**config.mk**
```make
export PLATFORM = sky130hd
export DESIGN_NAME = tlb_xlate
export DESIGN_NICKNAME = d
export VERILOG_FILES = /design/src/rtl/tlb_pkg.sv /design/src/rtl/tlb_way_ram.sv /design/src/rtl/tlb_hit_sel.sv /design/src/rtl/tlb_prot_chk.sv /design/src/rtl/tlb_fault_state.sv /design/src/rtl/tlb_xlate.sv
export SDC_FILE = /design/constraint.sdc
export NUM_CORES = 2
export LEC_CHECK = 0
export ABC_CLOCK_PERIOD_IN_PS = 9880
export BUFFER_PORTS_ARGS = -buffer_cell sky130_fd_sc_hd__buf_2
export CORE_MARGIN = 5
export CORE_UTILIZATION = 26
export CTS_CLUSTER_SIZE = 24
export DETAILED_ROUTE_END_ITERATION = 8
export PLACE_DENSITY = 0.44
export SLEW_MARGIN = 15
export SYNTH_ARGS = -nofsm -noshare
export SYNTH_HDL_FRONTEND = slang
export SYNTH_SLANG_ARGS = --single-unit
```
**constraint.sdc**
```tcl
create_clock -name clk -period 9.88 [get_ports clk]
set_input_delay 0.494 -clock clk [delete_from_list [all_inputs] [get_ports clk]]
set_output_delay 0.494 -clock clk [all_outputs]
set_load 0.01 [all_outputs]
```
**src/rtl/tlb_pkg.sv**
```systemverilog
package tlb_pkg;
  localparam int          LFSR_W    = 16;
  localparam logic [15:0] LFSR_SEED = 16'hCCCC;
  localparam logic [15:0] LFSR_TAPS = 16'h8805;

  typedef enum logic [1:0] {
    ACC_FETCH = 2'd0,
    ACC_LOAD  = 2'd1,
    ACC_STORE = 2'd2
  } acc_code_e;

  // Flag positions inside the stored 5-bit flag field
  localparam int FLG_X = 0;
  localparam int FLG_W = 1;
  localparam int FLG_K = 2;
  localparam int FLG_V = 3;
  localparam int FLG_G = 4;

  // Check-enable positions
  localparam int CHK_V = 0;
  localparam int CHK_X = 1;
  localparam int CHK_K = 2;
  localparam int CHK_W = 3;

  function automatic logic [LFSR_W-1:0] lfsr_step(input logic [LFSR_W-1:0] s);
    return {^(s & LFSR_TAPS), s[LFSR_W-1:1]};
  endfunction
endpackage

```
**src/rtl/tlb_way_ram.sv**
```systemverilog
module tlb_way_ram #(
  parameter int IDX_W = 4,
  parameter int DW    = 51
) (
  input  logic             clk,
  input  logic             we,
  input  logic [IDX_W-1:0] waddr,
  input  logic [DW-1:0]    wdata,
  input  logic [IDX_W-1:0] raddr,
  output logic [DW-1:0]    rdata
);
  localparam int DEPTH = 1 << IDX_W;

  logic [DW-1:0] mem [DEPTH];

  // Read-first: a same-cycle write is seen by the following read only
  always_ff @(posedge clk) begin
    if (we) mem[waddr] <= wdata;
    rdata <= mem[raddr];
  end
endmodule

```
**src/rtl/tlb_hit_sel.sv**
```systemverilog
module tlb_hit_sel #(
  parameter int WAYS  = 4,
  parameter int VPN_W = 19,
  parameter int PID_W = 8,
  parameter int ENT_W = 2*VPN_W + PID_W + 5,
  parameter int WAY_W = $clog2(WAYS)
) (
  input  logic [WAYS-1:0][ENT_W-1:0] ents,
  input  logic [VPN_W-1:0]           vpage,
  input  logic [PID_W-1:0]           pid,
  output logic                       hit,
  output logic [WAY_W-1:0]           hit_way,
  output logic [VPN_W-1:0]           hit_pfn,
  output logic [3:0]                 hit_flg
);
  import tlb_pkg::*;

  logic [WAYS-1:0]            match;
  logic [WAYS-1:0][VPN_W-1:0] pfn;
  logic [WAYS-1:0][3:0]       flg;

  for (genvar w = 0; w < WAYS; w++) begin : g_cmp
    logic [VPN_W-1:0] e_vpn;
    logic [PID_W-1:0] e_pid;
    logic             e_glb;
    assign e_vpn    = ents[w][ENT_W-1 -: VPN_W];
    assign e_pid    = ents[w][ENT_W-VPN_W-1 -: PID_W];
    assign pfn[w]   = ents[w][5 +: VPN_W];
    assign e_glb    = ents[w][FLG_G];
    assign flg[w]   = ents[w][3:0];
    assign match[w] = (e_vpn == vpage) && (e_glb || (e_pid == pid));
  end

  // Walk from the top way down so the lowest match is left standing
  always_comb begin
    hit     = 1'b0;
    hit_way = '0;
    hit_pfn = '0;
    hit_flg = '0;
    for (int w = WAYS-1; w >= 0; w--) begin
      if (match[w]) begin
        hit     = 1'b1;
        hit_way = WAY_W'(w);
        hit_pfn = pfn[w];
        hit_flg = flg[w];
      end
    end
  end
endmodule

```
**src/rtl/tlb_prot_chk.sv**
```systemverilog
module tlb_prot_chk #(
  parameter int INST_SIDE = 0
) (
  input  logic [3:0] flg,
  input  logic [3:0] chk,
  input  logic       user,
  input  logic       store,
  output logic       fault,
  output logic [1:0] vec_off,
  output logic [2:0] perm
);
  import tlb_pkg::*;

  logic kern_f, wr_f, ex_f, inv_f;
  logic unused_sink;

  assign kern_f = chk[CHK_K] && flg[FLG_K] && user;
  assign inv_f  = chk[CHK_V] && !flg[FLG_V];

  if (INST_SIDE != 0) begin : g_inst
    assign wr_f = 1'b0;
    assign ex_f = chk[CHK_X] && !flg[FLG_X];
    assign perm = {chk[CHK_X] || flg[FLG_X], flg[FLG_W], 1'b1};
  end else begin : g_data
    assign wr_f = store && chk[CHK_W] && !flg[FLG_W];
    assign ex_f = 1'b0;
    assign perm = {1'b0, flg[FLG_W], 1'b1};
  end

  assign unused_sink = ^{chk, flg, store};

  always_comb begin
    fault   = 1'b1;
    vec_off = 2'd0;
    if (kern_f)            vec_off = 2'd2;
    else if (wr_f || ex_f) vec_off = 2'd3;
    else if (inv_f)        vec_off = 2'd1;
    else                   fault   = 1'b0;
  end
endmodule

```
**src/rtl/tlb_fault_state.sv**
```systemverilog
module tlb_fault_state #(
  parameter int WAY_W     = 2,
  parameter int IDX_W     = 4,
  parameter int VPN_W     = 19,
  parameter int PID_W     = 8,
  parameter int PAGE_BITS = 13
) (
  input  logic                       clk,
  input  logic                       rst,
  input  logic                       upd,
  input  logic                       miss,
  input  logic [WAY_W-1:0]           hit_way,
  input  logic [VPN_W-1:0]           vpage,
  input  logic [PID_W-1:0]           pid,
  input  tlb_pkg::acc_code_e         code,
  output logic [tlb_pkg::LFSR_W-1:0] lfsr_q,
  output logic [WAY_W+IDX_W-1:0]     sel_q,
  output logic [VPN_W+PAGE_BITS-1:0] cause_q
);
  import tlb_pkg::*;

  localparam int PAD_W = PAGE_BITS - PID_W - 2;

  logic [WAY_W-1:0] way;
  assign way = miss ? lfsr_q[WAY_W-1:0] : hit_way;

  always_ff @(posedge clk) begin
    if (rst) begin
      lfsr_q  <= LFSR_SEED;
      sel_q   <= '0;
      cause_q <= '0;
    end else if (upd) begin
      lfsr_q  <= lfsr_step(lfsr_q);
      sel_q   <= {way, vpage[IDX_W-1:0]};
      cause_q <= {vpage, {PAD_W{1'b0}}, code, pid};
    end
  end
endmodule

```
**src/rtl/tlb_xlate.sv**
```systemverilog
module tlb_xlate #(
  parameter int VA_W      = 32,
  parameter int PAGE_BITS = 13,
  parameter int IDX_W     = 4,
  parameter int WAYS      = 4,
  parameter int PID_W     = 8,
  parameter int INST_SIDE = 0,
  localparam int WAY_W    = $clog2(WAYS),
  localparam int SEL_W    = WAY_W + IDX_W
) (
  input  logic             clk,
  input  logic             rst,
  input  logic             wr_en,
  input  logic [WAY_W-1:0] wr_way,
  input  logic [IDX_W-1:0] wr_idx,
  input  logic [VA_W-1:0]  wr_hi,
  input  logic [VA_W-1:0]  wr_lo,
  input  logic             lk_valid,
  input  logic [VA_W-1:0]  lk_vaddr,
  input  logic [PID_W-1:0] lk_pid,
  input  logic             lk_user,
  input  logic             lk_store,
  input  logic             lk_debug,
  input  logic [3:0]       lk_chk,
  output logic             rsp_valid,
  output logic             rsp_hit,
  output logic [VA_W-1:0]  rsp_paddr,
  output logic [2:0]       rsp_perm,
  output logic [3:0]       rsp_vec,
  output logic [SEL_W-1:0] tlb_sel,
  output logic [VA_W-1:0]  mm_cause
);
  import tlb_pkg::*;

  localparam int          VPN_W    = VA_W - PAGE_BITS;
  localparam int          ENT_W    = 2*VPN_W + PID_W + 5;
  localparam logic [3:0]  VEC_BASE = (INST_SIDE != 0) ? 4'd4 : 4'd8;

  // Compact stored entry: {page, tag, frame, g, v, k, w, x}
  logic [ENT_W-1:0] wr_ent;
  logic             unused_bits;
  assign wr_ent = {wr_hi[VA_W-1:PAGE_BITS], wr_hi[PID_W-1:0],
                   wr_lo[VA_W-1:PAGE_BITS], wr_lo[4:0]};
  assign unused_bits = ^{wr_hi[PAGE_BITS-1:PID_W], wr_lo[PAGE_BITS-1:5]};

  logic [WAYS-1:0][ENT_W-1:0] rd_ent;

  for (genvar g = 0; g < WAYS; g++) begin : g_way
    tlb_way_ram #(.IDX_W(IDX_W), .DW(ENT_W)) u_ram (
      .clk   (clk),
      .we    (wr_en && (wr_way == WAY_W'(g))),
      .waddr (wr_idx),
      .wdata (wr_ent),
      .raddr (lk_vaddr[PAGE_BITS +: IDX_W]),
      .rdata (rd_ent[g])
    );
  end

  // Stage 1: request fields aligned with the RAM read
  logic             s1_valid, s1_user, s1_store, s1_dbg;
  logic [VA_W-1:0]  s1_vaddr;
  logic [PID_W-1:0] s1_pid;
  logic [3:0]       s1_chk;

  always_ff @(posedge clk) begin
    if (rst) s1_valid <= 1'b0;
    else     s1_valid <= lk_valid;
    s1_vaddr <= lk_vaddr;
    s1_pid   <= lk_pid;
    s1_user  <= lk_user;
    s1_store <= lk_store;
    s1_dbg   <= lk_debug;
    s1_chk   <= lk_chk;
  end

  logic [VPN_W-1:0] s1_vpage;
  assign s1_vpage = s1_vaddr[VA_W-1:PAGE_BITS];

  logic             hit;
  logic [WAY_W-1:0] hit_way;
  logic [VPN_W-1:0] hit_pfn;
  logic [3:0]       hit_flg;

  tlb_hit_sel #(.WAYS(WAYS), .VPN_W(VPN_W), .PID_W(PID_W), .ENT_W(ENT_W)) u_hit (
    .ents    (rd_ent),
    .vpage   (s1_vpage),
    .pid     (s1_pid),
    .hit     (hit),
    .hit_way (hit_way),
    .hit_pfn (hit_pfn),
    .hit_flg (hit_flg)
  );

  logic       prot_f;
  logic [1:0] prot_off;
  logic [2:0] perm;

  tlb_prot_chk #(.INST_SIDE(INST_SIDE)) u_prot (
    .flg     (hit_flg),
    .chk     (s1_chk),
    .user    (s1_user),
    .store   (s1_store),
    .fault   (prot_f),
    .vec_off (prot_off),
    .perm    (perm)
  );

  logic      ok;
  acc_code_e code;
  assign ok   = hit && !prot_f;
  assign code = (INST_SIDE != 0) ? ACC_FETCH : (s1_store ? ACC_STORE : ACC_LOAD);

  // Stage 2: registered response
  always_ff @(posedge clk) begin
    if (rst) begin
      rsp_valid <= 1'b0;
      rsp_hit   <= 1'b0;
      rsp_paddr <= '0;
      rsp_perm  <= '0;
      rsp_vec   <= '0;
    end else begin
      rsp_valid <= s1_valid;
      rsp_hit   <= s1_valid && ok;
      rsp_paddr <= ok ? {hit_pfn, s1_vaddr[PAGE_BITS-1:0]} : '0;
      rsp_perm  <= ok ? perm : 3'b000;
      rsp_vec   <= ok ? 4'd0 : (VEC_BASE + (hit ? {2'b00, prot_off} : 4'd0));
    end
  end

  logic [LFSR_W-1:0] lfsr_q;

  tlb_fault_state #(
    .WAY_W(WAY_W), .IDX_W(IDX_W), .VPN_W(VPN_W), .PID_W(PID_W), .PAGE_BITS(PAGE_BITS)
  ) u_fault (
    .clk     (clk),
    .rst     (rst),
    .upd     (s1_valid && !ok && !s1_dbg),
    .miss    (!hit),
    .hit_way (hit_way),
    .vpage   (s1_vpage),
    .pid     (s1_pid),
    .code    (code),
    .lfsr_q  (lfsr_q),
    .sel_q   (tlb_sel),
    .cause_q (mm_cause)
  );
endmodule

```
Word level (Yosys, flattened, before mapping)
Memory sizes are Yosys's and may differ from the RTL's. A register that Yosys moved wholly into a read port is not among the register bits.
Cells that the tools add are included.
- output and inout port bits: 79
- bits in read-only memories: 0
- input port bits: 121
- memories: 4
- bits in latches: 0
- RAM bits: 3264
- flip-flop bits (word level): 140
- logic and storage cells: 97
- memory list (memory ; words ; width ; rd ports ; clocked after memory_dff ; wr ports ; RTL line ; source):
    g_way[0].u_ram.mem ; 16 ; 51 ; 1 ; 1 ; 1 ; tlb_way_ram.sv:14 ; logic [DW-1:0] mem [DEPTH];
    g_way[1].u_ram.mem ; 16 ; 51 ; 1 ; 1 ; 1 ; tlb_way_ram.sv:14 ;
    g_way[2].u_ram.mem ; 16 ; 51 ; 1 ; 1 ; 1 ; tlb_way_ram.sv:14 ;
    g_way[3].u_ram.mem ; 16 ; 51 ; 1 ; 1 ; 1 ; tlb_way_ram.sv:14 ;
- shift-type cells: 0
- add/subtract/negate cells: 1
- bitwise gates (word level): 1
- mux-type cells: 34
- equal/unequal tests: 11
- multiply operators: 0
- div/mod/pow operators: 0
- reduce and logical (&&, ||, !) cells: 30
- order comparisons: 0
- operators with widths (operator ; count):
    $eq A19 B19 Y1 ; 4
    $mux W19 ; 4
    $eq A8 B8 Y1 ; 4
    $mux W2 ; 9
    $logic_and A1 B1 Y1 ; 17
    $mux W1 ; 17
    $mux W4 ; 4
    $reduce_xor A16 Y1 ; 1
    $logic_not A1 Y1 ; 5
    $add A4 B2 Y4 const A ; 1
    $eq A2 B2 Y1 const B ; 2
    $logic_or A1 B1 Y1 ; 4
    $reduce_or A2 Y1 ; 2
    $eq A2 B1 Y1 const B ; 1
    $logic_not A2 Y1 ; 1
    $not A1 Y1 ; 1

Depth between registers and ports, before layout
- word-level depth: 17
- gate-level depth with buffers: 13
- gate-level depth less buffers: 9

By module
A second synthesis with hierarchy kept.
- cells, all modules: 5914
- area total of the unflattened synthesis: 132649.7 µm²
- by module, submodules not included (module ; cells each ; instances ; area an instance (µm²)):
    tlb_way_ram (g_way[1].u_ram ...) ; 1320 ; 3 ; 31615.3
    tlb_way_ram (g_way[0].u_ram) ; 1320 ; 1 ; 31611.6
    tlb_hit_sel ; 313 ; 1 ; 2220.9
    tlb_xlate ; 145 ; 1 ; 2138.3
    tlb_fault_state ; 165 ; 1 ; 1755.4
    tlb_prot_chk ; 11 ; 1 ; 77.6

Worst setup path before layout
OpenSTA, ideal clock, no wires.
- path kind: input to register
- start point: in wr_way[0]
- end point: mem g_way[0].u_ram.mem[10][10] (enable)
- path buffers: 2
- setup time: 458 ps
- slack: 5997 ps
- stages: 4
- data arrival time: 3425 ps
- cell sequence: or3b_2 clkbuf_1 clkbuf_1 nor2_1
- word-level cells in the longest chain between the ends: 4
- RTL lines (element ; RTL line ; source):
    start, declared ; tlb_xlate.sv:14 ; input logic [WAY_W-1:0] wr_way,
    $logic_not A2 Y1 ; tlb_xlate.sv:51 ; .we (wr_en && (wr_way == WAY_W'(g))),
    $logic_and A1 B1 Y1 ; tlb_xlate.sv:51 ;
    $mux W1 ; tlb_way_ram.sv:18 ; if (we) mem[waddr] <= wdata;
    $mux W1 (not written as such) ; tlb_way_ram.sv:18 ;
    end, declared ; tlb_way_ram.sv:14 ;
No other way between the ends.

Worst setup path in the final report
- start point: reg s1_vaddr[23]
- end point: reg rsp_paddr[5]
- word-level cells in the longest chain between the ends: 15
- RTL lines (element ; RTL line ; source):
    start, declared ; tlb_xlate.sv:61 ; logic [VA_W-1:0] s1_vaddr;
    start signal, assigned ; tlb_xlate.sv:68 ; s1_vaddr <= lk_vaddr;
    $eq A19 B19 Y1 ; tlb_hit_sel.sv:31 ; assign match[w] = (e_vpn == vpage) && (e_glb || (e_pid == pid));
    $logic_and A1 B1 Y1 ; tlb_hit_sel.sv:31 ;
    $mux W4 (4 in a row) ; tlb_hit_sel.sv:41 ; if (match[w]) begin
    $logic_not A1 Y1 ; tlb_prot_chk.sv:18 ; assign inv_f = chk[CHK_V] && !flg[FLG_V];
    $logic_and A1 B1 Y1 ; tlb_prot_chk.sv:18 ;
    $mux W1 ; tlb_prot_chk.sv:37 ; else if (inv_f) vec_off = 2'd1;
    $mux W1 ; tlb_prot_chk.sv:36 ; else if (wr_f || ex_f) vec_off = 2'd3;
    $mux W1 ; tlb_prot_chk.sv:35 ; if (kern_f) vec_off = 2'd2;
    $logic_not A1 Y1 ; tlb_xlate.sv:110 ; assign ok = hit && !prot_f;
    $logic_and A1 B1 Y1 * ; tlb_xlate.sv:110 ;
    $not A1 Y1 (no line) * ; -- ;
    $reduce_or A2 Y1 (no line) * ; -- ;
    end signal, assigned ; tlb_xlate.sv:124 ; rsp_paddr <= ok ? {hit_pfn, s1_vaddr[PAGE_BITS-1:0]} : '0;
    end, declared ; tlb_xlate.sv:27 ; output logic [VA_W-1:0] rsp_paddr,
Mark *: on every way between the ends. The rest lies on a longest branch, timed or not.
A chain may end at the register's enable or synchronous reset.

==> metrics.md <==
| Metric | Value |
|---|---|
| All-Layer GR Usage | `0.151` |
| Post-route ant nets | `0` |
| Final hold vios | `0` |
| Root Buffer | `clkbuf_16` |
| Die Height | `720 um` |
| Via Count | `61,685` |
| Area after DPL | `141,000 um^2` |
| Rel. slew slack | `0.165` |
| Post-synth ARST share | `0` |
| Layout net count | `6,197` |
| First-pass DRT Iterations | `5` |
| Syn. warnings | `0` |
| # DRC | `0` |
| Die W | `720 um` |
| Critical path class | `register to register` |
| Total grt overflow | `0` |
| Initial DRC Count | `6,989` |
| Final Instance Count excl. Fillers | `13,149` |
| Synth cell types | `55` |
| Post-Place Cells | `12,346` |
| # setup viols final | `0` |
| Final Cell Area | `154,000 um^2` |
| F_max | `196 MHz` |
| Share of the synthesized area in the top cell type | `0.732` |
| Crit start category | `register` |
| Synth Flop Type | `edfxtp_1` |
| CTS Buf Count | `391` |
| PwrDens | `209 nW/um^2` |
| Io pins | `200` |
| Critical path data required time | `10,710 ps` |
| Post-layout util | `0.306` |
| Postcts setup bufs | `0` |
| Hold Path Depth | `1` |
| Vias in the first global route | `64,264` |
| Crit. End Element | `register` |
| Pleak | `0.0480 uW` |
| Worst-Margin Slew | `1240 ps` |
| Post-synthesis sequential area ratio | `0.783` |
| # H-tree levels | `5` |
| Initial antenna violation count | `65` |
| Core area | `504,000 um^2` |
| CTS tree | `built` |
| Initial Util | `0.260` |
| Sink Count | `3,533` |
| Port Buf Inserts | `179` |
| Synth Instances | `5,612` |
| Vias per inst | `4.69` |
| Area growth syn-to-layout | `17.7%` |
| Crit-path max FO | `44` |
| First-pass GRT wire length | `547 mm` |
| Number of synthesized register bits | `3,533` |
| Die ar. | `519,000 um^2` |
| Fin. max-slew vios | `0` |
| Post-DP HPWL | `215 mm` |
| Area leader, netlist | `edfxtp_1` |
| Layout cells sized above 1 | `0.313` |
| EDFF count, synth | `3,200` |
| Routability cong. | `0.735` |
| Top cells by area, synth | `edfxtp_1 (73%), mux4_2 (17%), dfxtp_1 (5.1%)` |
| Worst VDD drop | `128 uV` |
| Row count | `261` |
| Clk slew on worst S/H paths | `60 ps` |
| RSZ-0062 raised after global routing | `no` |
| Largest net degree at the start of global routing | `112` |
| Drt wl/cell | `30.4 um` |
| Worst Path Arrival | `5940 ps` |
| Tmin final | `5100 ps` |
| Max cap viols | `0` |
| Worst Reg2Reg Path Length in Cells | `12` |
| Min-Delay Path Class | `primary input to register` |
| Final Total Pwr | `32,300 uW` |
| Total Wirelength | `400 mm` |
| Avg Synthesized Cell Area | `23.4 um^2` |
| Status | `finished clean` |
| Clock latency on the worst-skew pair | `980 ps` |
| Mapped Area | `131,000 um^2` |
| Setup TNS Final | `0 ps` |
| Clock Skew | `73.5 ps` |
| Clock Tree Buf Depth | `4` |
| Fin crit share | `0.516` |
[where the power goes]
| group | total (uW) | internal (uW) | switching, uW | leakage (uW) |
|---|---|---|---|---|
| Clock | 14300 | 8270 | 6010 | 0.00619 |
| Sequential | 16600 | 16500 | 125 | 0.0316 |
| Combinational | 1420 | 560 | 862 | 0.0102 |
[worst paths after layout]
kind	slack (ps)	from	endpoint
min	60	wr_lo[28]	g_way[0].u_ram.mem[3][20]
max	4780	s1_vaddr[23]	rsp_paddr[5]
max reg2reg	4780	s1_vaddr[23]	rsp_paddr[5]
min reg2reg	430	s1_vaddr[10]	rsp_paddr[10]
[through the flow]
step	setup slack [ps]	hold WS, ps
CTS	4700	16.0
floorplan	6000	406
finish	4780	63.6
detailed placement	4750	415
global placement	4780	417
global route	4560	42.5
[what timing repair did]
item,in CTS,in global routing
hold buffers,43,0
gates resized for setup,0,0
endpoints found under the hold margin,43,0
setup endpoints to repair,0,0
[final cells by class]
cell class	count	area [um^2]
fill	48450	350000
sequential	3533	103000
multi-input combinational	1728	27600
clock buffer	555	11000
tap	6706	8390
timing repair buffer	405	2910
clock inverter	174	1630
antenna	31	77.6
inverter	17	63.8
[placed cells by master, fill, tap and decap left out, types with 16 or more instances in the layout]
cell type	n
clkinv_1	51
mux2_2	19
xnor2_1	46
diode_2	31
clkbuf_16	401
dfxtp_1	333
clkbuf_8	36
o21ai_0	41
buf_2	166
edfxtp_1	3200
and3_1	31
clkinv_2	70
inv_1	16
nor2_1	28
nand3_1	47
a21oi_1	26
xor2_1	64
a211oi_1	23
nand4_1	91
buf_4	181
clkbuf_1	114
dlygate4sd3_1	43
mux2i_1	40
nor2b_1	63
mux4_2	979
a22oi_1	33
bufinv_16	19
nor2_4	64
[routing by layer]
metal / global-route usage / up-vias / part of all wire
met5: 0 / - / 0.00019
met4: 0.0330 / 16 / 0.021
met3: 0.0260 / 458 / 0.062
met2: 0.249 / 1969 / 0.49
met1: 0.208 / 34440 / 0.43
li1: - / 24802 / -
[synth_stat cells, types with 2 or more instances]
master	n
o31a_1	2
xnor2_1	46
buf_1	96
xor2_1	64
a41o_1	4
nand4_1	91
dfxtp_1	333
o21a_1	2
a211oi_1	23
and2_1	15
mux4_2	979
and3_1	31
nor2_1	92
buf_2	30
o211ai_1	8
edfxtp_1	3200
a41oi_1	2
nand2_1	15
o311ai_0	8
a2bb2oi_1	3
o21ai_0	51
clkbuf_1	202
o311ai_1	3
a21o_1	5
mux2i_1	40
buf_4	10
inv_1	16
mux2_2	19
nor2b_1	64
a22oi_1	33
o2111ai_1	2
nand3_1	49
nor4_2	2
nor3_1	10
nand3b_1	2
nor4_1	16
a21oi_1	26
[critical path: stages (launching register included)]
cell and delay [ps]:
dfxtp_1 930, xnor2_1 200, nand4_1 260, nor4_4 330
buf_4 410, and3_1 220, buf_4 350, o311ai_1 250
a221o_2 800, nand4_1 270, buf_4 410, inv_2 220
and2_1 210
[state kept, by name (all words and copies together) (netlist names), 6 cells and up]
signal	count
g_way.u_ram.mem	3200
u_fault.cause_q	25
s1_vaddr	32
s1_pid	8
u_fault.lfsr_q	16
g_way.u_ram.rdata	200
u_fault.sel_q	6
rsp_paddr	32
[kinds of logic (layout without fill, tap and decap cells)]
logic type,count (synthesis),in the layout,share of synthesized area
xor gates and xnor gates,110,110,0.00734
AOI/OAI and AO/OA,182,182,0.00963
muxes,1038,1038,0.173
DFF,3533,3533,0.783
buffers and inverters,355,1151,0.0107
other,1,36,0.0000286
and+or+nand+nor,393,393,0.0164
Power figures use the tool's default switching activity.
